<file path="src/rtl/cpuif_pkg.sv">
package cpuif_pkg;
  localparam logic [9:0] SPURIOUS_ID = 10'd1023;

  localparam logic [7:0] OFS_CTRL  = 8'h00;
  localparam logic [7:0] OFS_MASK  = 8'h04;
  localparam logic [7:0] OFS_BINPT = 8'h08;
  localparam logic [7:0] OFS_ACK   = 8'h0C;
  localparam logic [7:0] OFS_EOI   = 8'h10;
  localparam logic [7:0] OFS_RUN   = 8'h14;
  localparam logic [7:0] OFS_HIGH  = 8'h18;
  localparam logic [7:0] OFS_IDENT = 8'hFC;

  typedef struct packed {
    logic [9:0] id;
    logic [7:0] prio;
  } act_entry_t;

  // Group part of a priority: bits [bp:0] cleared.
  function automatic logic [7:0] grp_prio(input logic [7:0] p, input logic [2:0] bp);
    logic [7:0] keep;
    keep = 8'hFE << bp;
    return p & keep;
  endfunction
endpackage

</file>
<file path="src/rtl/cpuif_arbiter.sv">
module cpuif_arbiter #(
  parameter int NUM_IRQ = 32,
  parameter int TGT_W   = 8,
  parameter int CPU_ID  = 0
) (
  input  logic [NUM_IRQ-1:0]       en_vec,
  input  logic [NUM_IRQ-1:0]       pend_vec,
  input  logic [NUM_IRQ-1:0]       act_vec,
  input  logic [NUM_IRQ*8-1:0]     prio_flat,
  input  logic [NUM_IRQ*TGT_W-1:0] tgt_flat,
  output logic                     best_vld,
  output logic [9:0]               best_id,
  output logic [7:0]               best_prio
);
  logic [NUM_IRQ-1:0] elig;

  genvar g;
  generate
    for (g = 0; g < NUM_IRQ; g++) begin : g_elig
      assign elig[g] = en_vec[g] & pend_vec[g] & ~act_vec[g] & tgt_flat[g*TGT_W + CPU_ID];
    end
  endgenerate

  // Ascending scan with strict compare: the lowest ID keeps a tie.
  always_comb begin
    best_vld  = 1'b0;
    best_id   = '0;
    best_prio = 8'hFF;
    for (int i = 0; i < NUM_IRQ; i++) begin
      if (elig[i] && (!best_vld || (prio_flat[i*8 +: 8] < best_prio))) begin
        best_vld  = 1'b1;
        best_id   = 10'(i);
        best_prio = prio_flat[i*8 +: 8];
      end
    end
  end
endmodule

</file>
<file path="src/rtl/cpuif_prio_stack.sv">
module cpuif_prio_stack
  import cpuif_pkg::*;
#(
  parameter int DEPTH = 4
) (
  input  logic       clk,
  input  logic       rst_n,
  input  logic       push_en,
  input  act_entry_t push_ent,
  input  logic       pop_en,
  input  logic [9:0] pop_id,
  output act_entry_t top_ent,
  output logic       empty,
  output logic       full
);
  localparam int CW = $clog2(DEPTH + 1);
  localparam int IW = (DEPTH > 1) ? $clog2(DEPTH) : 1;

  logic [CW-1:0] cnt_q;
  logic [CW-1:0] cnt_m1;
  act_entry_t    ent_q [DEPTH];
  logic          push_ok, pop_ok;

  assign empty   = (cnt_q == '0);
  assign full    = (cnt_q == CW'(DEPTH));
  assign cnt_m1  = cnt_q - 1'b1;
  assign top_ent = empty ? '0 : ent_q[cnt_m1[IW-1:0]];
  assign push_ok = push_en & ~full;
  assign pop_ok  = pop_en & ~empty & (top_ent.id == pop_id);

  always_ff @(posedge clk or negedge rst_n) begin
    if (!rst_n) begin
      cnt_q <= '0;
      for (int i = 0; i < DEPTH; i++) ent_q[i] <= '0;
    end else if (push_ok && pop_ok) begin
      ent_q[cnt_m1[IW-1:0]] <= push_ent;
    end else if (push_ok) begin
      ent_q[cnt_q[IW-1:0]] <= push_ent;
      cnt_q <= cnt_q + 1'b1;
    end else if (pop_ok) begin
      cnt_q <= cnt_m1;
    end
  end
endmodule

</file>
<file path="src/rtl/irq_cpu_port.sv">
module irq_cpu_port
  import cpuif_pkg::*;
#(
  parameter int          NUM_IRQ     = 32,
  parameter int          TGT_W       = 8,
  parameter int          CPU_ID      = 0,
  parameter int          SRC_W       = 3,
  parameter int          STACK_DEPTH = 4,
  parameter logic [31:0] IDENT       = 32'h0001_0A07
) (
  input  logic                     clk,
  input  logic                     rst_n,
  input  logic [7:0]               reg_addr,
  input  logic                     reg_rd,
  input  logic                     reg_wr,
  input  logic [31:0]              reg_wdata,
  output logic [31:0]              reg_rdata,
  input  logic [NUM_IRQ-1:0]       irq_en_vec,
  input  logic [NUM_IRQ-1:0]       irq_pend_vec,
  input  logic [NUM_IRQ-1:0]       irq_act_vec,
  input  logic [NUM_IRQ*8-1:0]     irq_prio_flat,
  input  logic [NUM_IRQ*TGT_W-1:0] irq_tgt_flat,
  input  logic [16*SRC_W-1:0]      sgi_src_flat,
  output logic                     irq_req,
  output logic                     act_set_vld,
  output logic [9:0]               act_set_id,
  output logic                     act_clr_vld,
  output logic [9:0]               act_clr_id
);
  localparam int PAD_W = 32 - 10 - SRC_W;

  // Named internal events (also watched by the checker).
  logic       ctrl_en_q;
  logic [7:0] pmr_q;
  logic [2:0] bpr_q;
  logic       best_vld;
  logic [9:0] best_id;
  logic [7:0] best_prio;
  logic       stk_empty, stk_full;
  act_entry_t top_ent;
  logic [7:0] run_prio;
  logic       preempt_ok;
  logic       ack_take;
  logic       eoi_hit;
  logic [SRC_W-1:0] src_of_best;
  logic [31:0] id_word;
  logic [31:0] rd_mux;

  logic [31:0] rdata_q;
  logic        set_vld_q, clr_vld_q;
  logic [9:0]  set_id_q, clr_id_q;

  cpuif_arbiter #(.NUM_IRQ(NUM_IRQ), .TGT_W(TGT_W), .CPU_ID(CPU_ID)) u_arb (
    .en_vec    (irq_en_vec),
    .pend_vec  (irq_pend_vec),
    .act_vec   (irq_act_vec),
    .prio_flat (irq_prio_flat),
    .tgt_flat  (irq_tgt_flat),
    .best_vld  (best_vld),
    .best_id   (best_id),
    .best_prio (best_prio)
  );

  cpuif_prio_stack #(.DEPTH(STACK_DEPTH)) u_stk (
    .clk      (clk),
    .rst_n    (rst_n),
    .push_en  (ack_take),
    .push_ent ('{id: best_id, prio: best_prio}),
    .pop_en   (eoi_hit),
    .pop_id   (reg_wdata[9:0]),
    .top_ent  (top_ent),
    .empty    (stk_empty),
    .full     (stk_full)
  );

  assign run_prio   = stk_empty ? 8'hFF : top_ent.prio;
  assign preempt_ok = stk_empty | (grp_prio(best_prio, bpr_q) < grp_prio(run_prio, bpr_q));
  assign irq_req    = ctrl_en_q & best_vld & (best_prio < pmr_q) & preempt_ok & ~stk_full;
  assign ack_take   = reg_rd & (reg_addr == OFS_ACK) & irq_req;
  assign eoi_hit    = reg_wr & (reg_addr == OFS_EOI) & (32'(reg_wdata[9:0]) < 32'(NUM_IRQ));

  always_comb begin
    src_of_best = '0;
    if (best_id < 10'd16) src_of_best = sgi_src_flat[best_id[3:0]*SRC_W +: SRC_W];
  end

  assign id_word = {{PAD_W{1'b0}}, src_of_best, best_id};

  always_comb begin
    case (reg_addr)
      OFS_CTRL:  rd_mux = {31'b0, ctrl_en_q};
      OFS_MASK:  rd_mux = {24'b0, pmr_q};
      OFS_BINPT: rd_mux = {29'b0, bpr_q};
      OFS_ACK:   rd_mux = irq_req  ? id_word : {22'b0, SPURIOUS_ID};
      OFS_RUN:   rd_mux = {24'b0, run_prio};
      OFS_HIGH:  rd_mux = best_vld ? id_word : {22'b0, SPURIOUS_ID};
      OFS_IDENT: rd_mux = IDENT;
      default:   rd_mux = '0;
    endcase
  end

  always_ff @(posedge clk or negedge rst_n) begin
    if (!rst_n) begin
      ctrl_en_q <= 1'b0;
      pmr_q     <= 8'h00;
      bpr_q     <= 3'd0;
      rdata_q   <= '0;
      set_vld_q <= 1'b0;
      set_id_q  <= '0;
      clr_vld_q <= 1'b0;
      clr_id_q  <= '0;
    end else begin
      set_vld_q <= ack_take;
      clr_vld_q <= eoi_hit;
      if (ack_take) set_id_q <= best_id;
      if (eoi_hit)  clr_id_q <= reg_wdata[9:0];
      if (reg_rd)   rdata_q  <= rd_mux;
      if (reg_wr) begin
        case (reg_addr)
          OFS_CTRL:  ctrl_en_q <= reg_wdata[0];
          OFS_MASK:  pmr_q     <= reg_wdata[7:0];
          OFS_BINPT: bpr_q     <= reg_wdata[2:0];
          default:   ;
        endcase
      end
    end
  end

  assign reg_rdata   = rdata_q;
  assign act_set_vld = set_vld_q;
  assign act_set_id  = set_id_q;
  assign act_clr_vld = clr_vld_q;
  assign act_clr_id  = clr_id_q;
endmodule

</file>
<file path="config.mk">
export PLATFORM = sky130hd
export DESIGN_NAME = irq_cpu_port
export DESIGN_NICKNAME = d
export VERILOG_FILES = /design/src/rtl/cpuif_pkg.sv /design/src/rtl/cpuif_arbiter.sv /design/src/rtl/cpuif_prio_stack.sv /design/src/rtl/irq_cpu_port.sv
export SDC_FILE = /design/constraint.sdc
export NUM_CORES = 1
export LEC_CHECK = 0
export ABC_AREA = 1
export ABC_CLOCK_PERIOD_IN_PS = 43900
export BUFFER_PORTS_ARGS = -buffer_cell sky130_fd_sc_hd__buf_4
export CORE_AREA = 5 5 288 290
export DETAILED_ROUTE_END_ITERATION = 12
export DIE_AREA = 0 0 293 295
export GPL_ROUTABILITY_DRIVEN = 0
export GPL_TIMING_DRIVEN = 0
export SLEW_MARGIN = 10
export SYNTH_ARGS = -nofsm -noshare
export SYNTH_HDL_FRONTEND = slang
export SYNTH_SLANG_ARGS = --single-unit
</file>
<file path="constraint.sdc">
create_clock -name clk -period 43.9 [get_ports clk]
set_input_delay 2.195 -clock clk [delete_from_list [all_inputs] [get_ports clk]]
set_output_delay 2.195 -clock clk [all_outputs]
set_load 0.02 [all_outputs]
</file>
==> results of run 1 <==
-- synthesized netlist by cell type (2+ instances only) --
| cell | n |
|---|---|
| sky130_fd_sc_hd__nor3_1 | 20 |
| sky130_fd_sc_hd__inv_1 | 269 |
| sky130_fd_sc_hd__or2_2 | 3 |
| sky130_fd_sc_hd__dfrtp_1 | 98 |
| sky130_fd_sc_hd__o21bai_1 | 28 |
| sky130_fd_sc_hd__nand3b_1 | 31 |
| sky130_fd_sc_hd__nand4_1 | 3 |
| sky130_fd_sc_hd__nand2_4 | 52 |
| sky130_fd_sc_hd__nand2_2 | 80 |
| sky130_fd_sc_hd__a211oi_1 | 32 |
| sky130_fd_sc_hd__nand3_2 | 2 |
| sky130_fd_sc_hd__clkbuf_1 | 12 |
| sky130_fd_sc_hd__clkbuf_4 | 2 |
| sky130_fd_sc_hd__o21ai_0 | 227 |
| sky130_fd_sc_hd__nor4_1 | 4 |
| sky130_fd_sc_hd__buf_4 | 36 |
| sky130_fd_sc_hd__nand3_1 | 256 |
| sky130_fd_sc_hd__a31oi_1 | 3 |
| sky130_fd_sc_hd__a221oi_1 | 3 |
| sky130_fd_sc_hd__a22oi_1 | 4 |
| sky130_fd_sc_hd__buf_2 | 5 |
| sky130_fd_sc_hd__ha_1 | 179 |
| sky130_fd_sc_hd__a21oi_1 | 66 |
| sky130_fd_sc_hd__nand2_1 | 898 |
| sky130_fd_sc_hd__clkbuf_8 | 14 |
| sky130_fd_sc_hd__inv_2 | 5 |
| sky130_fd_sc_hd__nor3b_1 | 31 |
| sky130_fd_sc_hd__mux2_2 | 2 |
| sky130_fd_sc_hd__buf_6 | 14 |
| sky130_fd_sc_hd__nor2_8 | 2 |
| sky130_fd_sc_hd__xor2_1 | 3 |
| sky130_fd_sc_hd__o211ai_1 | 2 |
| sky130_fd_sc_hd__o21ai_1 | 15 |
| sky130_fd_sc_hd__nor2_1 | 240 |
| sky130_fd_sc_hd__o311ai_0 | 3 |
| sky130_fd_sc_hd__o221ai_1 | 10 |
| sky130_fd_sc_hd__o22ai_1 | 4 |
-- flip-flops by register name, indices dropped and copies added, names as in the netlist --
name,count
u_stk.cnt_q,3
reg_rdata,14
act_clr_id,10
act_clr_vld,1
bpr_q,3
act_set_id,5
pmr_q,8
ctrl_en_q,1
act_set_vld,1
u_stk.ent_q,52
-- critical path, delay by kind of cell --
| kind | cells | cell delay, ps |
|---|---|---|
| AOI/OAI and AO/OA | 86 | 14170 |
| buffers and inverters | 38 | 6430 |
| and+or+nand+nor | 149 | 11660 |
| adders and majority gates | 32 | 7870 |
-- path summary, 6_finish.rpt --
kind / start / end
setup / recovery: irq_tgt_flat[0] / irq_req
hold / removal: u_stk.ent_q[36] / u_stk.ent_q[36]
setup reg to reg: u_stk.cnt_q[0] / u_stk.ent_q[24]
hold reg to reg: u_stk.ent_q[36] / u_stk.ent_q[36]
max in group asynchronous: rst_n / u_stk.ent_q[9]
min in group asynchronous: rst_n / u_stk.ent_q[56]
-- power by group --
| part | leakage [nW] | internal [mW] | switching [mW] |
|---|---|---|---|
| logic | 12.4 | 0.185 | 0.239 |
| registers | 1.34 | 0.0909 | 0.000738 |
| clock network | 0.150 | 0.0453 | 0.0398 |
| total | 13.9 | 0.321 | 0.280 |
-- timing repair --
item / in CTS / in global routing
endpoints found under the setup margin: 75 / 75
pin swaps: 91 / 242
gates cloned: 30 / 6
setup buffers: 116 / 140
resized for setup: 307 / 534
-- layer usage --
| metal | part of all wire [%] | global-route usage, % | vias to the layer above |
|---|---|---|---|
| met3 | 7.3 | 4.27 | 119 |
| met5 | 0.028 | 0 | - |
| li1 | - | - | 10383 |
| met4 | 2.8 | 3.67 | 4 |
| met2 | 50 | 28.2 | 668 |
| met1 | 39 | 17.8 | 9540 |
-- cell families (layout without fill, tap and decap cells) --
kind of cell | after synthesis | count (layout) | synth area share, %
simple gates | 1624 | 1625 | 45.6
flops | 98 | 98 | 15.2
xor+xnor | 3 | 3 | 0.163
fa+ha+maj | 179 | 179 | 13.9
buf+inv | 360 | 1149 | 10.8
mux | 2 | 2 | 0.139
compound gates | 405 | 406 | 14.2
other cells | 1 | 27 | 0.0232
-- area by class of cell --
type / instances / area, um^2 / area share [%]
Clock inverter: 7 / 86.3 / 0.318
Timing Repair Buffer: 773 / 6170 / 22.7
Antenna cell: 4 / 10.0 / 0.0369
Clock buffer: 9 / 225 / 0.829
Multi-Input combinational cell: 2238 / 15000 / 55.1
Inverter: 275 / 1030 / 3.81
Sequential cell: 98 / 2450 / 9.03
Buffer: 85 / 891 / 3.28
Tap cell: 1060 / 1330 / 4.88
==> impl_metrics.ini, run 1 <==
[timing]
maxSlewHeadroom_pct = 11.1
tns_ps = -28780
max_slew.worst_pin.slew_ps = 1330
timing.final.ws_setup_ps = -862
finalCriticalPeriod_ps = 44760
report.final.hold_viol_count = 0
grt_setup_unrepaired = true
achievable-frequency_mhz = 22.3
clock_skew_ps = 13.7
final_min_period_over_clock_period_pct = 102
hold-worst-slack_ps = 476
final_max_slew_viol_count = 0
setup-violations-final = 53

[finish]
layout.cells.non_filler = 4549
fillCellCount = 8472
layout.cells.most_common_list = sky130_fd_sc_hd__nand2_1, sky130_fd_sc_hd__buf_4, sky130_fd_sc_hd__inv_1
post-route-util_pct = 33.9
drive_above_1_share_pct = 40.8
area_delta_synth_final_pct = 68.2
final_nets = 4359
fin_area_mm2 = 0.0272
layout_commonest_cell = sky130_fd_sc_hd__nand2_1

[clock_tree]
root_buffer = sky130_fd_sc_hd__clkbuf_16
cts-hold-fix-buffers = 0
htreeDepth = 3
tritoncts = yes
cts_buffers = 9
cts_max_path_buffers = 2
clk-insertion-delay-late_ps = 370
worst_setup_hold_path_clk_slew_ps = 80
cts.sink_count = 98

[logic_synthesis]
netlist.top_cell.by_area = sky130_fd_sc_hd__nand2_1
postSynthCellCount = 2672
synth_area_leaders = sky130_fd_sc_hd__nand2_1, sky130_fd_sc_hd__dfrtp_1, sky130_fd_sc_hd__ha_1
synth.cell_area_mm2 = 0.0161
ys_dominant_reg_cell = sky130_fd_sc_hd__dfrtp_1
synth_area_per_cell_um2 = 6.04
synth_seq_area_share_pct = 15.2
synth_edf_count = 0
ys_ff_latch = 98
netlist.area_leader.share_pct = 20.9
yosysWarnings = 0
async_flop_share_pct = 100
synth_cell_type_count = 51

[critical_path]
timing.setup.critical_path_class = in2out
ff2ff_setup_slack_ps = 37180
timing.critical_path.fanout_max = 8
worstSetupEndpointType = output pin
rr_worst_depth = 38
slowest_cell_delay_on_critical_path_ps = 350
critPathLaunchType = input port
critical_path_arrival_ps = 42570
timing.critical_path.slowest_stage_cell = sky130_fd_sc_hd__ha_1
critical_path_required_ps = 41700
cp_common_cell = sky130_fd_sc_hd__nand2_4

[route]
dr_vias = 20714
iter_0_drt_violations = 1125
routedWlPerCell_um = 16.7
dr.pass1.iters = 6
drt_drc_violations_left = 0
drt-vias-per-instance = 4.55
drt_wl_total_um = 75800
route.antenna.remaining_nets = 0

[global_route]
grt-ovfl-total = 0
antenna_found_initial = 6
grt_start_max_net_pins = 99
first_pass_grt_wire_length_um = 107000
first_global_vias = 19741
groute.usage.overall_pct = 15.4

[min_path]
min-delay-path-class = reg2reg
timing.hold.worst_path_depth = 2

[die]
die_width_um = 293
rows = 104
io_pins = 755
die_height_um = 295
core_mm2 = 0.0800
start_util_pct = 20.2
design.die.area_mm2 = 0.0864

[place]
place.detailed.instances = 4239
dp_hpwl_um = 58500
dp_slack_ps = -8570
io_buffer_count = 485
dpl_cell_area_mm2 = 0.0212

[pwr]
power_density_mw_per_mm2 = 22.1
power.static_leakage_nw = 13.9
total_power_uw = 601
irDropWorstVdd_v = 0.0000189

[run]
cap_viol_max_count = 0

[run_status]
outcome = finished with violations
violations = setup timing
Note: power is estimated with default switching activity, not from simulation.
==> run 2, diff against run 1 <==
--- a/config.mk
+++ b/config.mk
@@ -7,9 +7,9 @@
 export LEC_CHECK = 0
 export ABC_AREA = 1
-export ABC_CLOCK_PERIOD_IN_PS = 43900
+export ABC_CLOCK_PERIOD_IN_PS = 46600
 export BUFFER_PORTS_ARGS = -buffer_cell sky130_fd_sc_hd__buf_4
-export CORE_AREA = 5 5 288 290
+export CORE_AREA = 2 2 295 297
 export DETAILED_ROUTE_END_ITERATION = 12
-export DIE_AREA = 0 0 293 295
+export DIE_AREA = 0 0 297 299
 export GPL_ROUTABILITY_DRIVEN = 0
 export GPL_TIMING_DRIVEN = 0
==> constraint.sdc (replaced) <==
create_clock -name clk -period 46.6 [get_ports clk]
set_input_delay 2.33 -clock clk [delete_from_list [all_inputs] [get_ports clk]]
set_output_delay 2.33 -clock clk [all_outputs]
set_load 0.05 [all_outputs]
==> run 2 against run 1 <==
- the run now ends clean
- worst hold slack worse by 9.3 ps
- global-route usage decreased by 0.085 points
- sequential cell count stayed put
- critical path depth is 3 higher
- design area is 3.4% lower
- combinational power decreased by 7.3%
- register-to-register slack better by 2900 ps
- via count decreased by 1.6%
- clock power shrank 8.6%
- sequential power decreased by 5.7%
- cell count rose by 0.79%
- non-clock buffer count down 56
- critical path type unchanged
- largest cell class unchanged
- largest power group unchanged
==> impl_metrics.ini, run 2 (same netlist as run 1, synthesis figures left out) <==
[run_status]
outcome = completed

[global_route]
grt_start_max_net_pins = 99
first_global_vias = 18839
antenna_found_initial = 10
groute.usage.overall_pct = 15.3
first_pass_grt_wire_length_um = 106000
grt-ovfl-total = 0

[critical_path]
cp_common_cell = sky130_fd_sc_hd__nand2_4
worstSetupEndpointType = output pin
timing.critical_path.slowest_stage_cell = sky130_fd_sc_hd__ha_1
critPathLaunchType = input port
slowest_cell_delay_on_critical_path_ps = 340
timing.setup.critical_path_class = in2out
rr_worst_depth = 34
critical_path.reg2reg.startpoint = u_stk.cnt_q[0]
timing.rr.end = u_stk.ent_q[11]
ff2ff_setup_slack_ps = 40070
critical_path_arrival_ps = 43900
critical_path_required_ps = 44270
timing.critical_path.fanout_max = 8

[finish]
fin_area_mm2 = 0.0262
layout.cells.most_common_list = sky130_fd_sc_hd__nand2_1, sky130_fd_sc_hd__buf_4, sky130_fd_sc_hd__inv_1
largest_register_ffs = 52
drive_above_1_share_pct = 38.0
fillCellCount = 9344
layout.cells.non_filler = 4585
post-route-util_pct = 30.5
final_nets = 4301
top_register = u_stk.ent_q
layout_commonest_cell = sky130_fd_sc_hd__nand2_1
area_delta_synth_final_pct = 62.4

[pwr]
irDropWorstVdd_v = 0.0000157
power.static_leakage_nw = 13.5
power_density_mw_per_mm2 = 21.3

[route]
drt-vias-per-instance = 4.45
routedWlPerCell_um = 16.3
drt_drc_violations_left = 0
drt_wl_total_um = 74900
dr.pass1.iters = 7
dr_vias = 20386
iter_0_drt_violations = 1140
route.antenna.remaining_nets = 0

[place]
dpl_cell_area_mm2 = 0.0213
dp_slack_ps = -6980
dp_hpwl_um = 59400
place.detailed.instances = 4334
io_buffer_count = 485

[min_path]
hp-start = u_stk.ent_q[46]
end_point_of_the_worst_hold_path = u_stk.ent_q[46]
min-delay-path-class = reg2reg
timing.hold.worst_path_depth = 2

[clock_tree]
cts_max_path_buffers = 2
cts_buffers = 9
tritoncts = yes
cts.sink_count = 98
worst_setup_hold_path_clk_slew_ps = 70
clk-insertion-delay-late_ps = 360
root_buffer = sky130_fd_sc_hd__clkbuf_16
htreeDepth = 3

[run]
cap_viol_max_count = 0

[timing]
report.final.hold_viol_count = 0
hold-worst-slack_ps = 467
timing.final.ws_setup_ps = 368
final_max_slew_viol_count = 0
maxSlewHeadroom_pct = 3.26
max_slew.worst_pin.slew_ps = 1450
achievable-frequency_mhz = 21.6
finalCriticalPeriod_ps = 46230
grt_setup_unrepaired = true
clock_skew_ps = 10.0
final_min_period_over_clock_period_pct = 99.2
setup-violations-final = 0

[die]
die_width_um = 297
core_mm2 = 0.0859
start_util_pct = 18.8
rows = 108
io_pins = 755
design.die.area_mm2 = 0.0888
die_height_um = 299
[run 2: changes by cell type in the layout (fill, tap and decap cells not counted), moves of 12 or more]
cell | previous run | this run
sky130_fd_sc_hd__o21ai_0 | 68 | 84
sky130_fd_sc_hd__nand2_4 | 72 | 56
sky130_fd_sc_hd__nand3_1 | 241 | 253
sky130_fd_sc_hd__ha_4 | 69 | 51
sky130_fd_sc_hd__ha_1 | 100 | 121
sky130_fd_sc_hd__nand3_2 | 15 | 3
sky130_fd_sc_hd__o21ai_4 | 67 | 53
sky130_fd_sc_hd__nand2_1 | 805 | 829
sky130_fd_sc_hd__buf_6 | 84 | 57
sky130_fd_sc_hd__nand2_2 | 138 | 125
sky130_fd_sc_hd__buf_4 | 724 | 692
[run 2: stage by stage]
stage          power, mW  TNS [ps]
6_report           0.558         0
5_1_grt            0.604    -79470
4_1_cts            0.492         0
3_5_place_dp       0.389   -445280
3_3_place_gp       0.385   -457350
2_1_floorplan      0.278         0
[run 2: how the worst max path moves through the flow]
stage | from | end | cells past startpoint
6_report | irq_tgt_flat[0] | irq_req | 308
5_1_grt | irq_tgt_flat[0] | irq_req | 313
4_1_cts | irq_act_vec[0] | irq_req | 322
3_5_place_dp | irq_act_vec[0] | irq_req | 296
3_3_place_gp | irq_act_vec[0] | irq_req | 298
2_1_floorplan | irq_tgt_flat[0] | irq_req | 309
[run 2: layout make-up]
type	count	area (um^2)	share of cell area, %
diodes	4	10.0	0.0382
plain buffers	85	885	3.37
clock buffers	11	243	0.926
clock inverters	4	51.3	0.196
inverters	275	1030	3.95
multi-input cells	2236	14400	55.1
flip-flops and latches	98	2450	9.35
well taps	1155	1450	5.51
repair buffers	717	5660	21.6
[run 2: per-layer routing]
layer  wire length [um]  up-vias  GRT usage (%)
met2              36500      626           26.4
met1              29900     9384           17.7
met4               2800        8           5.99
met3               5640      128           4.55
li1                   -    10240              -
met5                 48        -              0
[run 2: repair_timing]
action | in CTS | in global routing
gates resized for setup | 234 | 491
endpoints found under the hold margin | 0 | 0
setup buffers | 32 | 170
hold buffers | 0 | 0
gates cloned | 28 | 3
endpoints found under the setup margin | 75 | 75
pin swaps | 37 | 254
[run 2: critical path: cells and delay by family]
| kind | cells | cell delay, ps |
|---|---|---|
| AND/OR/NAND/NOR | 149 | 12230 |
| buffers and inverters | 36 | 6300 |
| AO/OA/AOI/OAI | 91 | 14570 |
| adder cells (fa/ha/maj) | 32 | 8280 |
[run 2: where the power goes]
group | switching, mW | internal [mW]
clock network | 0.0349 | 0.0430
logic | 0.230 | 0.164
registers | 0.000693 | 0.0857
total | 0.266 | 0.293
==> run 3, diff against run 2 <==
Settings changed: CORE_AREA 2 2 295 297 to 2 2 297 299, DIE_AREA 0 0 297 299 to 0 0 299 301, MAX_ROUTING_LAYER set to met4.
==> run 3 against run 2 <==
- sequential share of layout area up 0.52 points
- setup slack gained 460 ps
- combinational power decreased by 9.1%
- via count down 2.4%
- die area is 1.3% higher
- total power shrank 7.2%
- worst hold slack gained 6.1 ps
- wire length fell by 4.2%
- non-clock buffer count shrank 80
- cell count decreased by 1.6%
==> impl_metrics.ini, run 3 (same netlist as run 1, synthesis figures left out) <==
[pwr]
power_density_mw_per_mm2 = 20.9
irDropWorstVdd_v = 0.0000161
power.static_leakage_nw = 13.0

[finish]
area_delta_synth_final_pct = 53.8
final_nets = 4223
fin_area_mm2 = 0.0248
drive_above_1_share_pct = 33.1
fillCellCount = 9561
layout_commonest_cell = sky130_fd_sc_hd__nand2_1
layout.cells.non_filler = 4513
top_register = u_stk.ent_q
layout.cells.most_common_list = sky130_fd_sc_hd__nand2_1, sky130_fd_sc_hd__buf_4, sky130_fd_sc_hd__inv_1
regArea_mm2 = 0.00245
multi_input_gate_area_in_the_final_layout_mm2 = 0.0138
largest_register_ffs = 52

[global_route]
antenna_found_initial = 12
grt_start_max_net_pins = 99
groute.usage.overall_pct = 15.3
first_pass_grt_wire_length_um = 105000
grt-ovfl-total = 0
first_global_vias = 18596

[timing]
finalCriticalPeriod_ps = 45770
tns_ps = 0
max_slew.worst_pin.slew_ps = 1350
hold-worst-slack_ps = 473
maxSlewHeadroom_pct = 9.92
final_max_slew_viol_count = 0
report.final.hold_viol_count = 0
setup-violations-final = 0
achievable-frequency_mhz = 21.8
timing.final.ws_setup_ps = 832
grt_setup_unrepaired = true
final_min_period_over_clock_period_pct = 98.2
clock_skew_ps = 8.51

[place]
dp_slack_ps = -7530
dp_hpwl_um = 59100
io_buffer_count = 485
dpl_cell_area_mm2 = 0.0213
place.detailed.instances = 4334

[clock_tree]
cts.sink_count = 98
root_buffer = sky130_fd_sc_hd__clkbuf_16
htreeDepth = 3
cts-hold-fix-buffers = 0
clk-insertion-delay-late_ps = 360
worst_setup_hold_path_clk_slew_ps = 70
cts_buffers = 9
tritoncts = yes
cts_max_path_buffers = 2

[run]
cap_viol_max_count = 0

[die]
start_util_pct = 18.7
rows = 108
core_mm2 = 0.0865
die_width_um = 299
design.die.area_mm2 = 0.0900
io_pins = 755
die_height_um = 301

[route]
dr.pass1.iters = 7
route.met2.wl_um = 35600
iter_0_drt_violations = 1007
routedWlPerCell_um = 15.9
wirelength_met1_um = 29000
drt_drc_violations_left = 0
routed-wl-met3_um = 5550
drt-vias-per-instance = 4.41
dr_vias = 19893
route.antenna.remaining_nets = 0
drt_wl_total_um = 71800
highest-signal-layer = met4

[critical_path]
ff2ff_setup_slack_ps = 40700
timing.critical_path.fanout_max = 10
critical_path.endpoint = irq_req
critical_path_required_ps = 44270
timing.critical_path.slowest_stage_cell = sky130_fd_sc_hd__ha_1
cp_common_cell = sky130_fd_sc_hd__nand2_4
timing.setup.critical_path_class = in2out
critical_path_arrival_ps = 43440
slowest_cell_delay_on_critical_path_ps = 340
rr_worst_depth = 26
timing.rr.end = u_stk.ent_q[7]
critical_path.reg2reg.startpoint = u_stk.cnt_q[0]
worstSetupEndpointType = output pin
worstSetupStartpoint = irq_tgt_flat[0]
critPathLaunchType = input port

[run_status]
outcome = completed

[min_path]
hp-start = u_stk.ent_q[44]
min-delay-path-class = reg2reg
run 3: worst min-delay path by stage:
stage,to,slack [ps],depth (start not counted)
finish,u_stk.ent_q[44],470,2
global route,u_stk.ent_q[48],500,2
CTS,u_stk.ent_q[44],470,2
detailed placement,u_stk.ent_q[44],450,2
global placement,u_stk.ent_q[44],450,2
floorplan,u_stk.ent_q[46],440,2
run 3: metal layers:
metal,track usage [%],vias to the layer above
li1,-,10118
met1,17.4,9119
met2,27.2,577
met3,4.08,79
met4,2.56,0
met5,-,-
run 3: through the flow:
stage / utilization (%) / total power, mW
6_report: 28.7 / 0.518
5_1_grt: 28.7 / 0.566
4_1_cts: 26.3 / 0.482
3_5_place_dp: 24.7 / 0.383
3_3_place_gp: 24.6 / 0.379
2_1_floorplan: - / 0.278
run 3: worst max-delay path, delay by kind of cell:
| kind | cells | cell delay [ps] |
|---|---|---|
| compound gates | 84 | 13100 |
| simple gates | 153 | 12960 |
| fa+ha+maj | 32 | 8790 |
| buf+inv | 35 | 6110 |
run 3: timing repair:
item / CTS / global route
gates resized for setup: 236 / 300
endpoints found under the hold margin: 0 / 0
setup endpoints to repair: 75 / 75
pin swaps: 32 / 117
gates cloned: 27 / 3
setup buffers: 29 / 96
run 3: area by class of cell:
class | count | share of cell area [%]
Inverter | 275 | 4.16
Antenna cell | 9 | 0.0907
Timing Repair Buffer | 638 | 20.1
Sequential cell | 98 | 9.88
Clock buffer | 10 | 0.922
Tap cell | 1155 | 5.82
Multi-Input combinational cell | 2238 | 55.4
Buffer | 84 | 3.42
Clock inverter | 6 | 0.202
run 3: power by group:
group          internal [mW]  total, mW  switching, mW  leakage, nW
combinational          0.148      0.358          0.210         11.5
clock                 0.0368     0.0736         0.0368        0.123
sequential            0.0856     0.0863       0.000698         1.34
